--- config.mk ---
export PLATFORM = sky130hd
export DESIGN_NAME = mcfifo_dual
export DESIGN_NICKNAME = d
export VERILOG_FILES = /design/src/rtl/mcfifo_pkg.sv /design/src/rtl/mcfifo_regfile.sv /design/src/rtl/mcfifo_bram.sv /design/src/rtl/mcfifo_useq.sv /design/src/rtl/mcfifo_dual.sv
export SDC_FILE = /design/constraint.sdc
export NUM_CORES = 1
export LEC_CHECK = 0
export CORE_ASPECT_RATIO = 0.5
export CORE_MARGIN = 2
export CORE_UTILIZATION = 61
export CTS_CLUSTER_SIZE = 8
export DETAILED_ROUTE_END_ITERATION = 12
export PLACE_DENSITY = 0.76
export SLEW_MARGIN = 15
export SYNTH_ARGS = -nofsm -noshare
export SYNTH_HDL_FRONTEND = slang
export SYNTH_SLANG_ARGS = --single-unit
--- constraint.sdc ---
create_clock -name clk -period 3.9 [get_ports clk]
set_clock_uncertainty 0.05 [all_clocks]
set_input_delay 0.78 -clock clk [delete_from_list [all_inputs] [get_ports clk]]
set_output_delay 0.78 -clock clk [all_outputs]
set_load 0.03 [all_outputs]
--- src/rtl/mcfifo_pkg.sv ---
package mcfifo_pkg;

    localparam int NFIFO  = 2;
    localparam int FSEL_W = 1;
    localparam int NREQ   = 2 * NFIFO;
    localparam int RF_AW  = FSEL_W + 2;
    localparam int UPC_W  = 4;
    localparam int UROM_DEPTH = 2 ** UPC_W;

    typedef enum logic [1:0] {RS_CNT = 2'd0, RS_RP = 2'd1, RS_WP = 2'd2, RS_SPARE = 2'd3} rsel_e;
    typedef enum logic [1:0] {AD_ZERO, AD_INC, AD_DEC, AD_PASS} addop_e;
    typedef enum logic [1:0] {NX_NEXT, NX_IDLE, NX_DISPATCH, NX_WALK} nxt_e;
    typedef enum logic [1:0] {OP_RXPUSH = 2'd0, OP_RXPOP = 2'd1, OP_TXPUSH = 2'd2, OP_TXPOP = 2'd3} opcode_e;

    typedef enum logic [UPC_W-1:0] {
        UA_INIT = 4'd0, UA_IDLE = 4'd1, UA_NACK = 4'd2,
        UA_PSH0 = 4'd3, UA_PSH1 = 4'd4, UA_PSH2 = 4'd5, UA_PSH3 = 4'd6,
        UA_POP0 = 4'd7, UA_POP1 = 4'd8, UA_POP2 = 4'd9, UA_POP3 = 4'd10
    } uaddr_e;

    typedef struct packed {
        rsel_e  rsel;
        logic   walk;
        logic   ld_opnd;
        logic   rf_we;
        addop_e aop;
        logic   ram_we;
        logic   ram_re;
        logic   flag_upd;
        logic   ack;
        nxt_e   nxt;
    } uinstr_t;

    function automatic logic op_is_push(opcode_e o);
        return ~o[0];
    endfunction

    function automatic logic op_fifo(opcode_e o);
        return o[1];
    endfunction

    // Microprogram contents, one word per microaddress.
    function automatic uinstr_t ucode(input logic [UPC_W-1:0] a);
        uinstr_t u;
        u = '0;
        u.nxt = NX_IDLE;
        case (a)
            UA_INIT: begin u.walk = 1'b1; u.rf_we = 1'b1; u.aop = AD_ZERO; u.nxt = NX_WALK; end
            UA_IDLE: begin u.nxt = NX_DISPATCH; end
            UA_NACK: begin u.ack = 1'b1; u.nxt = NX_IDLE; end
            UA_PSH0: begin u.rsel = RS_WP; u.ld_opnd = 1'b1; u.nxt = NX_NEXT; end
            UA_PSH1: begin u.rsel = RS_WP; u.rf_we = 1'b1; u.aop = AD_INC; u.ram_we = 1'b1; u.nxt = NX_NEXT; end
            UA_PSH2: begin u.rsel = RS_CNT; u.ld_opnd = 1'b1; u.nxt = NX_NEXT; end
            UA_PSH3: begin u.rsel = RS_CNT; u.rf_we = 1'b1; u.aop = AD_INC; u.flag_upd = 1'b1; u.ack = 1'b1; u.nxt = NX_IDLE; end
            UA_POP0: begin u.rsel = RS_RP; u.ld_opnd = 1'b1; u.nxt = NX_NEXT; end
            UA_POP1: begin u.rsel = RS_RP; u.rf_we = 1'b1; u.aop = AD_INC; u.ram_re = 1'b1; u.nxt = NX_NEXT; end
            UA_POP2: begin u.rsel = RS_CNT; u.ld_opnd = 1'b1; u.nxt = NX_NEXT; end
            UA_POP3: begin u.rsel = RS_CNT; u.rf_we = 1'b1; u.aop = AD_DEC; u.flag_upd = 1'b1; u.ack = 1'b1; u.nxt = NX_IDLE; end
            default: begin u.nxt = NX_IDLE; end
        endcase
        return u;
    endfunction

endpackage

--- src/rtl/mcfifo_regfile.sv ---
module mcfifo_regfile #(
    parameter int DW = 5,
    parameter int AW = 3
) (
    input  logic          clk,
    input  logic          we,
    input  logic [AW-1:0] addr,
    input  logic [DW-1:0] wdata,
    output logic [DW-1:0] rdata
);
    localparam int WORDS = 2 ** AW;

    logic [DW-1:0] mem [WORDS];

    always_ff @(posedge clk) begin
        if (we) mem[addr] <= wdata;
    end

    assign rdata = mem[addr];
endmodule

--- src/rtl/mcfifo_bram.sv ---
module mcfifo_bram #(
    parameter int DW = 8,
    parameter int AW = 5
) (
    input  logic          clk,
    input  logic          we,
    input  logic          re,
    input  logic [AW-1:0] addr,
    input  logic [DW-1:0] wdata,
    output logic [DW-1:0] rdata
);
    localparam int WORDS = 2 ** AW;

    logic [DW-1:0] mem [WORDS];

    always_ff @(posedge clk) begin
        if (we) mem[addr] <= wdata;
        if (re) rdata <= mem[addr];
    end
endmodule

--- src/rtl/mcfifo_useq.sv ---
module mcfifo_useq
    import mcfifo_pkg::*;
(
    input  logic                clk,
    input  logic                rst,
    input  logic [NREQ-1:0]     req,
    input  logic [NFIFO-1:0]    full,
    input  logic [NFIFO-1:0]    empty,
    output uinstr_t             ui,
    output opcode_e             cur_op,
    output logic [RF_AW-1:0]    walk_idx,
    output logic                ready
);
    uaddr_e  upc, upc_nx;
    opcode_e op_nx;
    logic    hit;
    uinstr_t rom [UROM_DEPTH];

    for (genvar gi = 0; gi < UROM_DEPTH; gi++) begin : g_rom
        assign rom[gi] = ucode(UPC_W'(gi));
    end

    assign ui = rom[upc];

    always_comb begin
        op_nx = OP_RXPUSH;
        hit   = 1'b0;
        for (int k = NREQ - 1; k >= 0; k--) begin
            if (req[k]) begin
                op_nx = opcode_e'(2'(k));
                hit   = 1'b1;
            end
        end
        upc_nx = UA_IDLE;
        case (ui.nxt)
            NX_NEXT:     upc_nx = uaddr_e'(upc + 4'd1);
            NX_IDLE:     upc_nx = UA_IDLE;
            NX_WALK:     upc_nx = (walk_idx == '1) ? UA_IDLE : UA_INIT;
            NX_DISPATCH: begin
                if (hit) begin
                    if (op_is_push(op_nx))
                        upc_nx = full[op_fifo(op_nx)] ? UA_NACK : UA_PSH0;
                    else
                        upc_nx = empty[op_fifo(op_nx)] ? UA_NACK : UA_POP0;
                end
            end
            default:     upc_nx = UA_IDLE;
        endcase
    end

    always_ff @(posedge clk) begin
        if (rst) begin
            upc      <= UA_INIT;
            walk_idx <= '0;
            cur_op   <= OP_RXPUSH;
        end else begin
            upc <= upc_nx;
            if (ui.walk) walk_idx <= walk_idx + 1'b1;
            if (ui.nxt == NX_DISPATCH && hit) cur_op <= op_nx;
        end
    end

    assign ready = (upc != UA_INIT);

    assert_ready_holds_R1: assert property (@(posedge clk) disable iff (rst)
        ready |=> ready);

    assert_ack_then_idle_R8: assert property (@(posedge clk) disable iff (rst)
        ui.ack |=> (upc == UA_IDLE));

    assert_rx_push_first_R7: assert property (@(posedge clk) disable iff (rst)
        (upc == UA_IDLE && req[0]) |=> (cur_op == OP_RXPUSH));
endmodule

--- src/rtl/mcfifo_dual.sv ---
module mcfifo_dual
    import mcfifo_pkg::*;
#(
    parameter int DATA_W = 8,
    parameter int DEPTH  = 16
) (
    input  logic              clk,
    input  logic              rst,
    output logic              ready,
    input  logic              rx_push_req,
    input  logic [DATA_W-1:0] rx_push_data,
    output logic              rx_push_ack,
    input  logic              rx_pop_req,
    output logic              rx_pop_ack,
    output logic [DATA_W-1:0] rx_pop_data,
    output logic              rx_empty,
    output logic              rx_full,
    input  logic              tx_push_req,
    input  logic [DATA_W-1:0] tx_push_data,
    output logic              tx_push_ack,
    input  logic              tx_pop_req,
    output logic              tx_pop_ack,
    output logic [DATA_W-1:0] tx_pop_data,
    output logic              tx_empty,
    output logic              tx_full
);
    localparam int PTR_W  = $clog2(DEPTH);
    localparam int CNT_W  = PTR_W + 1;
    localparam int RAM_AW = FSEL_W + PTR_W;

    uinstr_t             ui;
    opcode_e             cur_op;
    logic [RF_AW-1:0]    walk_idx;
    logic                cur_fifo;
    logic [NREQ-1:0]     req, ack;
    logic [RF_AW-1:0]    rf_addr;
    logic [CNT_W-1:0]    rf_rdata, rf_wdata, opnd, sum;
    logic [RAM_AW-1:0]   ram_addr;
    logic [DATA_W-1:0]   ram_wdata, ram_q;
    logic                rd_strobe_d;
    logic [NFIFO-1:0]    empty_q, full_q;
    logic [NFIFO-1:0][DATA_W-1:0] pop_q, push_d;

    assign req    = {tx_pop_req, tx_push_req, rx_pop_req, rx_push_req};
    assign push_d = {tx_push_data, rx_push_data};

    mcfifo_useq u_useq (
        .clk      (clk),
        .rst      (rst),
        .req      (req),
        .full     (full_q),
        .empty    (empty_q),
        .ui       (ui),
        .cur_op   (cur_op),
        .walk_idx (walk_idx),
        .ready    (ready)
    );

    assign cur_fifo = op_fifo(cur_op);
    assign rf_addr  = ui.walk ? walk_idx : {cur_fifo, ui.rsel};

    mcfifo_regfile #(.DW(CNT_W), .AW(RF_AW)) u_rf (
        .clk   (clk),
        .we    (ui.rf_we),
        .addr  (rf_addr),
        .wdata (rf_wdata),
        .rdata (rf_rdata)
    );

    // Operand latch and shared adder.
    always_ff @(posedge clk) begin
        if (rst)             opnd <= '0;
        else if (ui.ld_opnd) opnd <= rf_rdata;
    end

    always_comb begin
        case (ui.aop)
            AD_INC:  sum = opnd + 1'b1;
            AD_DEC:  sum = opnd - 1'b1;
            AD_PASS: sum = opnd;
            default: sum = '0;
        endcase
    end

    // Pointers keep only PTR_W bits so they wrap at DEPTH.
    assign rf_wdata = (ui.rsel == RS_CNT) ? sum : {1'b0, sum[PTR_W-1:0]};

    assign ram_addr  = {cur_fifo, opnd[PTR_W-1:0]};
    assign ram_wdata = push_d[cur_fifo];

    mcfifo_bram #(.DW(DATA_W), .AW(RAM_AW)) u_ram (
        .clk   (clk),
        .we    (ui.ram_we),
        .re    (ui.ram_re),
        .addr  (ram_addr),
        .wdata (ram_wdata),
        .rdata (ram_q)
    );

    // Output load strobe trails the RAM read by one cycle.
    always_ff @(posedge clk) begin
        if (rst) begin
            rd_strobe_d <= 1'b0;
            pop_q       <= '0;
            empty_q     <= '1;
            full_q      <= '0;
        end else begin
            rd_strobe_d <= ui.ram_re;
            if (rd_strobe_d) pop_q[cur_fifo] <= ram_q;
            if (ui.flag_upd) begin
                empty_q[cur_fifo] <= (sum == '0);
                full_q[cur_fifo]  <= (sum == CNT_W'(DEPTH));
            end
        end
    end

    for (genvar gk = 0; gk < NREQ; gk++) begin : g_ack
        assign ack[gk] = ui.ack && (cur_op == opcode_e'(2'(gk)));
    end

    assign rx_push_ack = ack[0];
    assign rx_pop_ack  = ack[1];
    assign tx_push_ack = ack[2];
    assign tx_pop_ack  = ack[3];
    assign rx_pop_data = pop_q[0];
    assign tx_pop_data = pop_q[1];
    assign rx_empty    = empty_q[0];
    assign rx_full     = full_q[0];
    assign tx_empty    = empty_q[1];
    assign tx_full     = full_q[1];

    assert_no_write_when_full_R4: assert property (@(posedge clk) disable iff (rst)
        ui.ram_we |-> !full_q[cur_fifo]);

    assert_no_read_when_empty_R5: assert property (@(posedge clk) disable iff (rst)
        ui.ram_re |-> !empty_q[cur_fifo]);

    assert_flags_exclusive_R6: assert property (@(posedge clk) disable iff (rst)
        ((empty_q & full_q) == '0));

    assert_flags_stable_R6: assert property (@(posedge clk) disable iff (rst)
        !ui.flag_upd |=> ($stable(empty_q) && $stable(full_q)));

    assert_count_bound_R10: assert property (@(posedge clk) disable iff (rst)
        (ui.rf_we && !ui.walk && ui.rsel == RS_CNT) |-> (rf_wdata <= CNT_W'(DEPTH)));

    assert_pop_data_hold_R9: assert property (@(posedge clk) disable iff (rst)
        !rd_strobe_d |=> $stable(pop_q));
endmodule

# Word-level counts from Yosys, hierarchy flattened
# Memory sizes are Yosys's and may differ from the RTL's. A register that Yosys moved wholly into a read port is not among the register bits.
# Index checks and enable logic that the tools add are counted.
[totals]
out_inout_bits = 25
ramBits = 296
inputBits = 22
rom_bits = 208
wordCells = 78
n_memories = 3
regBits = 30
[classes]
addsub = 4
n_bitwise = 1
reduce_logical = 11
mux = 36
eq_ne = 11
magnitude_cmp = 4
[mem_list]
columns = ["memory", "depth", "word_bits", "rd", "rd_clocked_by_memory_dff", "wr", "line_no", "text"]
rows = [
  ["u_ram.mem", 32, 8, 1, 1, 1, "mcfifo_bram.sv:14", "logic [DW-1:0] mem [WORDS];"],
  ["(no name shown)", 16, 13, 1, 0, 0, "mcfifo_useq.sv:23", "assign ui = rom[upc];"],
  ["u_rf.mem", 8, 5, 1, 1, 1, "mcfifo_regfile.sv:13", "logic [DW-1:0] mem [WORDS];"],
]
[ops]
columns = ["operator", "count"]
rows = [
  ["13-bit 2-to-1 mux", 2],
  ["8-bit 2-to-1 mux", 3],
  ["16-bit bitwise mux", 1],
  ["4-bit case mux with 4 select lines", 1],
  ["1-bit 2-to-1 mux", 15],
  ["5-bit case mux with 3 select lines", 1],
  ["2-bit equality test, second input constant", 6],
  ["8-bit demux with 1-bit select", 1],
  ["2-bit 2-to-1 mux", 4],
  ["4-bit 2-to-1 mux", 2],
  ["2-bit by 1-bit equality test with 1-bit output, second input constant", 3],
  ["1-bit logical AND", 6],
  ["2-bit logical NOT", 3],
  ["3-bit 2-to-1 mux", 2],
  ["5-bit by 1-bit adder with 5-bit output, second input constant", 1],
  ["5-bit equality test, second input constant", 1],
  ["5-bit greater-or-equal comparator, second input constant", 1],
  ["5-bit logical NOT", 1],
  ["5-bit 2-to-1 mux", 1],
  ["4-bit inverter with 5-bit output", 1],
  ["5-bit by 1-bit subtractor with 5-bit output, second input constant", 1],
  ["4-bit by 1-bit adder with 4-bit output, second input constant", 1],
  ["2-bit bitwise mux", 2],
  ["1-bit by 2-bit less-than comparator with 1-bit output, second input constant", 2],
  ["other kinds (5)", 5],
]

# Logic depth before layout (Yosys ltp)
# Gate-level depths: netlist of the first run.
[depth]
ltp_word = 10
ltp_mapped = 13
mapped_depth_nobuf = 12

# Modules after synthesis
# A second synthesis of the first run with hierarchy kept.
[hier_totals]
cells_unflattened = 919
area_unflattened_um2 = 14147.3
[by_module_without_submodules]
columns = ["mod", "area_each_um2", "instances", "seq_area_each_um2", "cells_per_inst"]
rows = [
  ["mcfifo_bram", 10286.1, 1, 7927.6, 576],
  ["mcfifo_regfile", 1644.1, 1, 1201.2, 91],
  ["mcfifo_dual", 1483.9, 1, 520.5, 163],
  ["mcfifo_useq", 733.2, 1, 180.2, 89],
]

# Worst setup path before layout of the first run
# No wires, ideal clock.
[synth_path]
path_kind = "register to register"
startpoint = "reg u_useq.upc[3]"
endpoint = "reg empty_q[0]"
path_buffers = 1
setup_ns = 0.122
required_time_ns = 3.728
path_stages_with_launch = 13
arrival_time_ns = 2.902
path_slack_ns = 0.826
synth_period_minus_slack_ns = 3.074
cell_sequence = "dfxtp_1 clkbuf_1 nor2b_1 nand2_1 inv_1 a21oi_1 ha_1 or2_2 a21oi_1 o21ai_0 a311o_1 and4b_1 a311o_1"
[synth_via]
elab_chain_cells = 8
elab_cells_between_ends = 10
classes_between = "eq/ne (3); mux (4); bitwise (1); reduce/logical (1); memory (1)"
[synth_lines]
columns = ["element", "line_no", "text"]
rows = [
  ["start: declaration", "mcfifo_useq.sv:14", "uaddr_e upc, upc_nx;"],
  ["start signal: assignment", "mcfifo_useq.sv:57", "upc <= upc_nx;"],
  ["4-bit inverter with 5-bit output (implied by the code) (*)", "mcfifo_useq.sv:23", ""],
  ["memory 16 x 13 bit (*)", "n/a", ""],
  ["13-bit 2-to-1 mux (implied by the code) (*) (2 in series)", "mcfifo_useq.sv:23", ""],
  ["2-bit equality test or 2-bit by 1-bit equality test with 1-bit output (tied branches)", "mcfifo_dual.sv:77", "case (ui.aop)"],
  ["5-bit case mux with 3 select lines", "mcfifo_dual.sv:77", ""],
  ["5-bit logical NOT", "mcfifo_dual.sv:111", "empty_q[cur_fifo] <= (sum == '0);"],
  ["2-bit bitwise mux", "mcfifo_dual.sv:111", ""],
  ["end signal: indexed assignment", "mcfifo_dual.sv:111", ""],
  ["end: declaration", "mcfifo_dual.sv:41", "logic [NFIFO-1:0] empty_q, full_q;"],
]
# Every way passes the cells marked *; elsewhere a longest branch is shown, timed or not. The select of a mux whose other input is x is not followed.
# A chain may end at the register's enable or synchronous reset.

# Worst setup path after layout of the first run
[layout_path]
startpoint = "reg u_useq.upc[0]"
endpoint = "reg empty_q[0]"
# The elaborated chain is that of the path after synthesis.

==> results.toml, run 1 <==
[grt]
antenna_found_initial = 0
use_met3 = 0.0601
met2_usage = 0.417
grt_pass1_wl_mm = 45.8
globalRouteOverflowTotal = 0
top_usage_layer = "met2"
grtUsageMet1 = 0.375
grt_pass1_vias = 7672
grt_max_degree = 49
grt_usage = 0.262

[drt]
postRouteAntennaNets = 0
routed-via-count = 7846
routed_wl_mm = 30.3
vias_per_cell = 6.57
dr.first_iter.drc_count = 1006
drc = 0
firstDrtPassIters = 6
wl_per_cell_um = 25.4

[yosys]
ys_top_cells_by_area = "edfxtp_1, mux4_2, dfxtp_1, nor2_1, mux2i_1"
mappedNetlistNets = 832
seq_area_frac_synth = 0.716
avgSynthCellArea_um2 = 17.2
synth-edff-count = 304
async_flop_share = 0
yosys.area.top_type_share = 0.665
ys_types = 63
syn-cell-area_mm2 = 0.0137
yosys.area.top_type = "edfxtp_1"
ys.flop_type = "edfxtp_1"
yosysWarnings = 0
ys_ff_latch = 339
syn_inst = 800

[final_layout]
final_common_cell = "edfxtp_1"
area_delta_synth_final_pct = 15.6
postLayoutCoreUtil = 0.726
antenna_cells = 0
drive_above_1_share = 0.177
nFillCells = 1274
final_cell_mix = "edfxtp_1, nor2_1, mux4_2"
nets = 909
design_area_mm2 = 0.0159

[setup_path]
regToRegStartpoint = "u_useq.upc[0]$_SDFF_PP0_"
critical_path_class = "reg2reg"
ff2ff_path_depth = 12
cp.required_ns = 4.27
crit_path_start_kind = "flop"
arrival_ns = 4.00
cp-end-kind = "flop"
reg2reg_slack_ns = 0.28
critPathMaxFanout = 11
r2r_end = "empty_q[0]$_SDFFE_PP1P_"

[power_and_ir_drop]
leakage_nw = 5.13
irDropWorstVdd_mv = 0.344
p_per_area_mw_per_mm2 = 496

[job]
maxCapViolCount = 0

[placed_design]
gp_congestion = 0.820
placed_area_mm2 = 0.0146
place_hpwl_mm = 18.4
portBuffers = 46

[cts]
cts_tree = "done"
root_buffer = "clkbuf_16"
clk_latency_ns = 0.55
numCtsBuffers = 48
max-clock-path-buffers = 3
cts_num_sinks = 339
clk_pin_slew_ns = 0.05
cts-resized-gates = 0
htree_levels = 2
ctsHoldBuffers = 0
cts_setup_buffers = 0

[sta]
fmax_mhz = 276
rsz0062_at_grt = "no"
drv_slew = 0
fin_crit_ns = 3.62
tns_ns = 0
worst_pin_slew_ns = 1.15
min_period_over_period = 0.929
setup_viol = 0
slew_headroom = 0.225
finalHoldViolations = 0

[floorplanning]
fp.coreArea_mm2 = 0.0219
die_w_um = 216
pin_count = 47
fp.dieH_um = 110
start_util = 0.628
rows = 38
die_area_mm2 = 0.0238

[min_path]
hold_end = "tx_pop_data[1]$_SDFFE_PP0P_"
hold_path.startpoint = "tx_pop_data[1]$_SDFFE_PP0P_"
whs_path_depth = 2
hp-class = "reg2reg"

[outcome]
status = "finished, final reports clean"
[stage by stage]
| stage | instances | setup WS (ns) | total power, mW | hold slack, ns |
|---|---|---|---|---|
| after global routing | 1194 | 0.0295 | 8.09 | 0.431 |
| after CTS | 1194 | 0.287 | 7.90 | 0.407 |
| final | 1194 | 0.277 | 7.87 | 0.404 |
| after detailed placement | 1127 | 0.376 | 4.27 | 0.400 |
| after global placement | 1127 | 0.566 | 4.26 | 0.396 |
| after floorplan | 800 | 0.826 | 4.19 | 0.427 |
[area by class of cell]
class                           count  area, µm²  share of cell area
Tap cell                          300        375              0.0237
Multi-Input combinational cell    405       3660               0.231
Inverter                           15       56.3             0.00355
Clock inverter                      2       27.5             0.00173
Timing Repair Buffer               68        626              0.0394
Clock buffer                       65       1290              0.0810
Sequential cell                   339       9830               0.620
[how the worst max path moves through the flow]
stage | end | cells past startpoint | slack [ns] | start
after floorplan | empty_q[0]$_SDFFE_PP1P_ | 12 | 0.83 | u_useq.upc[3]$_SDFF_PP0_
after global placement | empty_q[0]$_SDFFE_PP1P_ | 12 | 0.57 | u_useq.upc[0]$_SDFF_PP0_
after detailed placement | empty_q[0]$_SDFFE_PP1P_ | 12 | 0.38 | u_useq.upc[0]$_SDFF_PP0_
after CTS | ready | 4 | 0.29 | u_useq.upc[0]$_SDFF_PP0_
after global routing | empty_q[0]$_SDFFE_PP1P_ | 12 | 0.03 | u_useq.upc[0]$_SDFF_PP0_
final | empty_q[0]$_SDFFE_PP1P_ | 12 | 0.28 | u_useq.upc[0]$_SDFF_PP0_
[layer usage]
| layer | wire (µm) | part of all wire |
|---|---|---|
| met2 | 14300 | 0.47 |
| met1 | 12600 | 0.41 |
| met4 | 545 | 0.018 |
| met5 | 0 | 0 |
| met3 | 2850 | 0.094 |
[Yosys cell counts (all sizes together) (2+ instances only)]
cell and instances:
dfxtp 35, a221o 8, or2 3, nor2b 7, a32oi 8, or3 3
nand3 15, a211oi 5, a221oi 3, a2bb2oi 2, a21o 3, xnor2 2
mux2i 25, o22ai 7, nand3b 2, a22oi 24, o21ai 14, a21oi 22
nor3 8, mux4 64, o41ai 2, edfxtp 304, nand2 32, or3b 2
or4 2, ha 10, mux2 10, inv 15, nand2b 4, a311o 2
buf 19, nor2 75, nand4 9, o21bai 2, clkbuf 22, nor4 2
and3 10
[sequential cells by signal, summed over array words and instances (netlist names)]
name,count
u_ram.mem,256
u_rf.mem,40
rx_pop_data,8
tx_pop_data,8
u_ram.rdata,8
opnd,5
u_useq.upc,4
u_useq.walk_idx,3
empty_q,2
full_q,2
u_useq.cur_op,2
rd_strobe_d,1
[power by group]
group | leakage, nW | internal (mW) | switching (mW)
registers | 3.06 | 3.99 | 0.0104
clock network | 0.633 | 2.26 | 1.41
logic | 1.43 | 0.0722 | 0.133
total | 5.13 | 6.32 | 1.55
[kinds of logic (layout without fill, tap and decap cells)]
family          Yosys count  count (layout)  share of synthesized area
compound gates          111             111                     0.0593
xor+xnor                  3               3                    0.00191
fa+ha+maj                10              10                    0.00911
buf+inv                  56             150                     0.0173
flops                   339             339                      0.716
mux                      99              99                      0.132
simple gates            182             182                     0.0642
[worst max-delay path, cell delays in order (launching register included)]
cell,delay (ns)
dfxtp_1,0.49
inv_1,0.16
ha_1,0.37
nand2_1,0.13
inv_1,0.16
a21oi_1,0.25
ha_1,0.36
a21oi_1,0.15
xnor2_1,0.24
a21oi_1,0.13
nor3b_2,0.45
and4b_1,0.27
a311o_1,0.30
(Power assumes the default switching activity.)
==> run 2, diff against run 1 <==
--- a/config.mk
+++ b/config.mk
@@ -11,7 +11,7 @@
 export CTS_CLUSTER_SIZE = 8
 export DETAILED_ROUTE_END_ITERATION = 12
 export PLACE_DENSITY = 0.76
-export SLEW_MARGIN = 15
 export SYNTH_ARGS = -nofsm -noshare
 export SYNTH_HDL_FRONTEND = slang
+export SYNTH_HIERARCHICAL = 1
 export SYNTH_SLANG_ARGS = --single-unit
==> run 2 against run 1 <==
Critical path depth unchanged; via count grew 5.4%; die area increased by 2.8%; register-to-register slack better by 0.12 ns; clock power about the same; largest cell class unchanged; fmax increased by 3.3%; sequential power is essentially flat; worst hold slack barely moved; power is 0.15% higher; synthesized cell count up 14%; clock-buffer cell count rose by 1.
==> results.toml, run 2 <==
[floorplanning]
pin_count = 47
fp.coreArea_mm2 = 0.0228
rows = 39
die_area_mm2 = 0.0245
fp.dieH_um = 112
start_util = 0.620
die_w_um = 219

[grt]
globalRouteOverflowTotal = 0
grt_max_degree = 43
grt_pass1_wl_mm = 46.7
grt_usage = 0.255
grt_pass1_vias = 8277
antenna_found_initial = 0

[min_path]
hp-class = "reg2reg"
hold_end = "tx_pop_data[1]$_SDFFE_PP0P_"
whs_path_depth = 2
hold_path.startpoint = "tx_pop_data[1]$_SDFFE_PP0P_"

[sta]
drv_slew = 0
holdWs_ns = 0.404
tns_ns = 0
worst_pin_slew_ns = 1.22
rsz0062_at_grt = "no"
setup_viol = 0
fmax_mhz = 285
finalHoldViolations = 0
fin_crit_ns = 3.51
slew_headroom = 0.178
min_period_over_period = 0.899

[final_layout]
largest_reg_flops = 256
largest-register = "u_ram/mem"
final_cell_mix = "edfxtp_1, mux2i_1, o22ai_1"
nets = 1016
drive_above_1_share = 0.111
antenna_cells = 0
fin_cells = 1306
area_delta_synth_final_pct = 15.0
top_regs = "u_ram/mem: 256 flops, u_rf/mem: 40 flops"
final_common_cell = "edfxtp_1"

[setup_path]
r2r_end = "u_rf/mem[5][4]$_DFFE_PP_"
cp.required_ns = 4.10
crit_path_start_kind = "flop"
ff2ff_path_depth = 12
regToRegStartpoint = "u_useq/upc[0]$_SDFF_PP0_"
reg2reg_slack_ns = 0.39
cp-end-kind = "flop"
critPathMaxFanout = 13
critical_path_class = "reg2reg"
arrival_ns = 3.71

[power_and_ir_drop]
leakage_nw = 5.18
p_total_mw = 7.88
p_per_area_mw_per_mm2 = 485
irDropWorstVdd_mv = 0.304

[drt]
dr.first_iter.drc_count = 891
drc = 0
routed-via-count = 8268
vias_per_cell = 6.33
wl_per_cell_um = 23.3
postRouteAntennaNets = 0
routed_wl_mm = 30.4
firstDrtPassIters = 5

[yosys]
avgSynthCellArea_um2 = 15.4
yosysWarnings = 6
mappedNetlistNets = 950
syn_inst = 915
syn-cell-area_mm2 = 0.0141

[placed_design]
place_hpwl_mm = 18.9
dpl.cell_count = 1238
gp_congestion = 0.884
portBuffers = 46

[cts]
cts_num_sinks = 339
ctsHoldBuffers = 0
max-clock-path-buffers = 3
cts_tree = "done"
clk_pin_slew_ns = 0.05
clk_latency_ns = 0.55
numCtsBuffers = 48
htree_levels = 2
root_buffer = "clkbuf_16"

[outcome]
status = "finished, final reports clean"

[job]
maxCapViolCount = 0
==> run 2: cell types whose count changed in the layout (fill, tap and decap cells not counted), moves of 14 or more <==
cell     delta
nor4_1     +14
a22oi_1    -23
o22ai_1    +60
nor2_1     -15
mux2i_1   +129
mux4_2     -62
==> run 2: per-stage QoR <==
stage / utilization / setup WS, ns / instance area [µm²]
final: 0.713 / 0.393 / 16200
after global placement: 0.654 / 0.439 / 14900
after detailed placement: 0.654 / 0.164 / 14900
after CTS: 0.713 / 0.140 / 16200
after floorplan: - / 0.650 / 14100
after global routing: 0.713 / 0.0936 / 16200
==> run 2: metal layers <==
layer	vias up	wire length, µm	part of all wire	track usage
met5	-	0	0	0
met4	0	786	0.026	0.0959
met3	59	2230	0.073	0.0587
met2	341	14400	0.47	0.404
met1	4138	13000	0.43	0.349
li1	3730	-	-	-
==> run 2: worst max path at each step <==
stage / from / slack (ns) / depth (start not counted) / endpoint
finish: u_useq/upc[0]$_SDFF_PP0_ / 0.39 / 12 / u_rf/mem[5][4]$_DFFE_PP_
global route: u_useq/upc[0]$_SDFF_PP0_ / 0.09 / 12 / u_rf/mem[5][4]$_DFFE_PP_
CTS: u_useq/upc[0]$_SDFF_PP0_ / 0.14 / 13 / u_rf/mem[2][4]$_DFFE_PP_
detailed placement: u_useq/upc[0]$_SDFF_PP0_ / 0.16 / 13 / u_rf/mem[6][4]$_DFFE_PP_
global placement: u_useq/upc[0]$_SDFF_PP0_ / 0.44 / 13 / u_rf/mem[6][4]$_DFFE_PP_
floorplan: u_useq/upc[3]$_SDFF_PP0_ / 0.65 / 14 / u_rf/mem[0][4]$_DFFE_PP_
==> run 2: critical path, stage by stage, from the launching register on <==
cell and delay (ns):
dfxtp_1 0.48, inv_1 0.12, ha_1 0.26, nand2_1 0.11, o21ai_0 0.13, inv_1 0.13
ha_2 0.35, xor2_1 0.20, ha_1 0.29, a21boi_0 0.28, o221ai_1 0.17, a311oi_1 0.48
nor3_2 0.17
==> run 2: timing repair <==
action	4_1_cts	5_1_grt
gates resized for setup	0	2
endpoints found under the setup margin	0	9
buffers inserted	0	0
==> run 2: final cells by class <==
class	count	area, µm²
Tap cell	307	384
Fill cell	1418	6540
Sequential cell	339	9830
Timing Repair Buffer	72	668
Clock buffer	66	1310
Clock inverter	2	23.8
Multi-Input combinational cell	509	3980
Inverter	11	41.3
==> run 2: power breakdown <==
part	switching (mW)	internal, mW
clock network	1.39	2.29
logic	0.128	0.0775
registers	0.00950	3.99
==> run 3, diff against run 2 <==
--- a/config.mk
+++ b/config.mk
@@ -7,10 +7,11 @@
 export LEC_CHECK = 0
 export CORE_ASPECT_RATIO = 0.5
 export CORE_MARGIN = 2
-export CORE_UTILIZATION = 61
+export CORE_UTILIZATION = 35
 export CTS_CLUSTER_SIZE = 8
 export DETAILED_ROUTE_END_ITERATION = 12
-export PLACE_DENSITY = 0.76
+export GPL_TIMING_DRIVEN = 0
+export PLACE_DENSITY = 0.47
 export SYNTH_ARGS = -nofsm -noshare
 export SYNTH_HDL_FRONTEND = slang
 export SYNTH_HIERARCHICAL = 1
==> run 3 against run 2 <==
Power rose by 0.88%; first-iteration DRC count fell by 36%; final cell count rose by 19%; global-route usage fell by 8.4 points; largest power group unchanged.
==> results.toml, run 3 (same netlist as run 2, synthesis figures left out) <==
[setup_path]
ff2ff_path_depth = 14
cp.required_ns = 3.07
reg2reg_slack_ns = 0.28
crit_path_start_kind = "flop"
critPathMaxFanout = 10
regToRegStartpoint = "u_useq/upc[3]$_SDFF_PP0_"
r2r_end = "u_rf/mem[2][4]$_DFFE_PP_"
arrival_ns = 2.90
cp-end-kind = "output port"
critical_path_class = "reg2out"

[sta]
fin_crit_ns = 3.73
setup_viol = 0
drv_slew = 0
worst_slack_ns = 0.167
slew_headroom = 0.123
holdWs_ns = 0.411
worst_pin_slew_ns = 1.31
tns_ns = 0
rsz0062_at_grt = "no"
fmax_mhz = 268
min_period_over_period = 0.957
finalHoldViolations = 0

[grt]
grt_pass1_wl_mm = 52.9
grt_pass1_vias = 8238
grt_max_degree = 33
grt_usage = 0.171
globalRouteOverflowTotal = 0
antenna_found_initial = 0

[min_path]
hold_end = "tx_pop_data[4]$_SDFFE_PP0P_"
hp-class = "reg2reg"
hold_path.startpoint = "tx_pop_data[4]$_SDFFE_PP0P_"
whs_path_depth = 2

[cts]
clk_pin_slew_ns = 0.05
cts_tree = "done"
clk_latency_ns = 0.55
cts_setup_buffers = 0
ctsHoldBuffers = 0
max-clock-path-buffers = 3
htree_levels = 2
cts_num_sinks = 339
root_buffer = "clkbuf_16"
numCtsBuffers = 48

[final_layout]
final_common_cell = "edfxtp_1"
drive_above_1_share = 0.117
largest_reg_flops = 256
postLayoutCoreUtil = 0.422
top_regs = "u_ram/mem: 256 flops, u_rf/mem: 40 flops"
area_delta_synth_final_pct = 17.5
final_cell_mix = "edfxtp_1, mux2i_1, o22ai_1"
largest-register = "u_ram/mem"
nets = 1047
antenna_cells = 0

[drt]
routed_wl_mm = 35.6
vias_per_cell = 5.24
dr.first_iter.drc_count = 570
wl_per_cell_um = 22.9
firstDrtPassIters = 5
routed-via-count = 8170
postRouteAntennaNets = 0
drc = 0

[placed_design]
portBuffers = 46
place_hpwl_mm = 23.7
place_ws_ns = -0.0948
gp_congestion = 0.784

[floorplanning]
die_area_mm2 = 0.0421
die_w_um = 288
start_util = 0.359
pin_count = 47
fp.coreArea_mm2 = 0.0394
fp.dieH_um = 146
rows = 51

[power_and_ir_drop]
irDropWorstVdd_mv = 0.341
leakage_nw = 5.24
p_per_area_mw_per_mm2 = 479

[job]
maxCapViolCount = 0

[outcome]
status = "finished, final reports clean"
-- run 3: changes by cell type in the layout (fill, tap and decap cells not counted), sizes merged --
cell    previous run  this run
clkbuf            66        85
buf               26        38
clkinv             1         0
inv               11        12
-- run 3: report_power, final --
group	switching [mW]	total (mW)	internal, mW
combinational	0.139	0.223	0.0831
sequential	0.00792	4.00	3.99
clock	1.47	3.73	2.26
-- run 3: repair_timing --
action                                  4_1_cts  5_1_grt
endpoints found under the setup margin        8        8
hold endpoints to repair                      0        0
cloned                                        0        0
pin swaps                                     0        2
resized for setup                             2        4
-- run 3: final cells by class --
cell class              instances  area (µm²)
multi-input cells             509        4000
repair buffers                 47         465
fillers                      3542       22800
inverters                      11        41.3
well taps                     530         663
flip-flops and latches        339        9830
clock inverters                 2        27.5
plain buffers                  56         285
clock buffers                  66        1290
-- run 3: worst max-delay path by stage --
stage	cells past startpoint	endpoint	slack, ns	start
after floorplan	14	u_rf/mem[0][4]$_DFFE_PP_	0.65	u_useq/upc[3]$_SDFF_PP0_
after global placement	14	u_rf/mem[3][4]$_DFFE_PP_	-0.04	u_useq/upc[3]$_SDFF_PP0_
after detailed placement	14	u_rf/mem[7][4]$_DFFE_PP_	-0.09	u_useq/upc[3]$_SDFF_PP0_
after CTS	4	tx_push_ack	0.13	u_useq/cur_op[1]$_SDFFE_PP0P_
after global routing	14	u_rf/mem[2][4]$_DFFE_PP_	0.02	u_useq/upc[3]$_SDFF_PP0_
final	4	tx_push_ack	0.17	u_useq/cur_op[1]$_SDFFE_PP0P_
-- run 3: per-layer routing --
| layer | vias to the layer above | global-route usage | routed length (µm) |
|---|---|---|---|
| met2 | 202 | 0.251 | 15500 |
| met3 | 51 | 0.0433 | 2180 |
| met5 | - | 0 | 0 |
| met4 | 0 | 0.0446 | 638 |
| met1 | 4145 | 0.250 | 17300 |
| li1 | 3772 | - | - |
-- run 3: metrics by stage --
step / area (µm²) / std cells / power, mW
2_1_floorplan: 14100 / 915 / 4.20
3_3_place_gp: 15300 / 1491 / 4.29
3_5_place_dp: 15300 / 1491 / 4.30
4_1_cts: 16600 / 1559 / 8.06
5_1_grt: 16600 / 1560 / 8.24
6_report: 16600 / 1560 / 7.95
-- run 3: critical path, cell delays in order, from the launching register on --
cell and delay [ns]:
dfxtp_1 0.55, clkbuf_1 0.32, clkbuf_1 0.55, and3b_1 0.26, clkdlybuf4s50_1 0.67
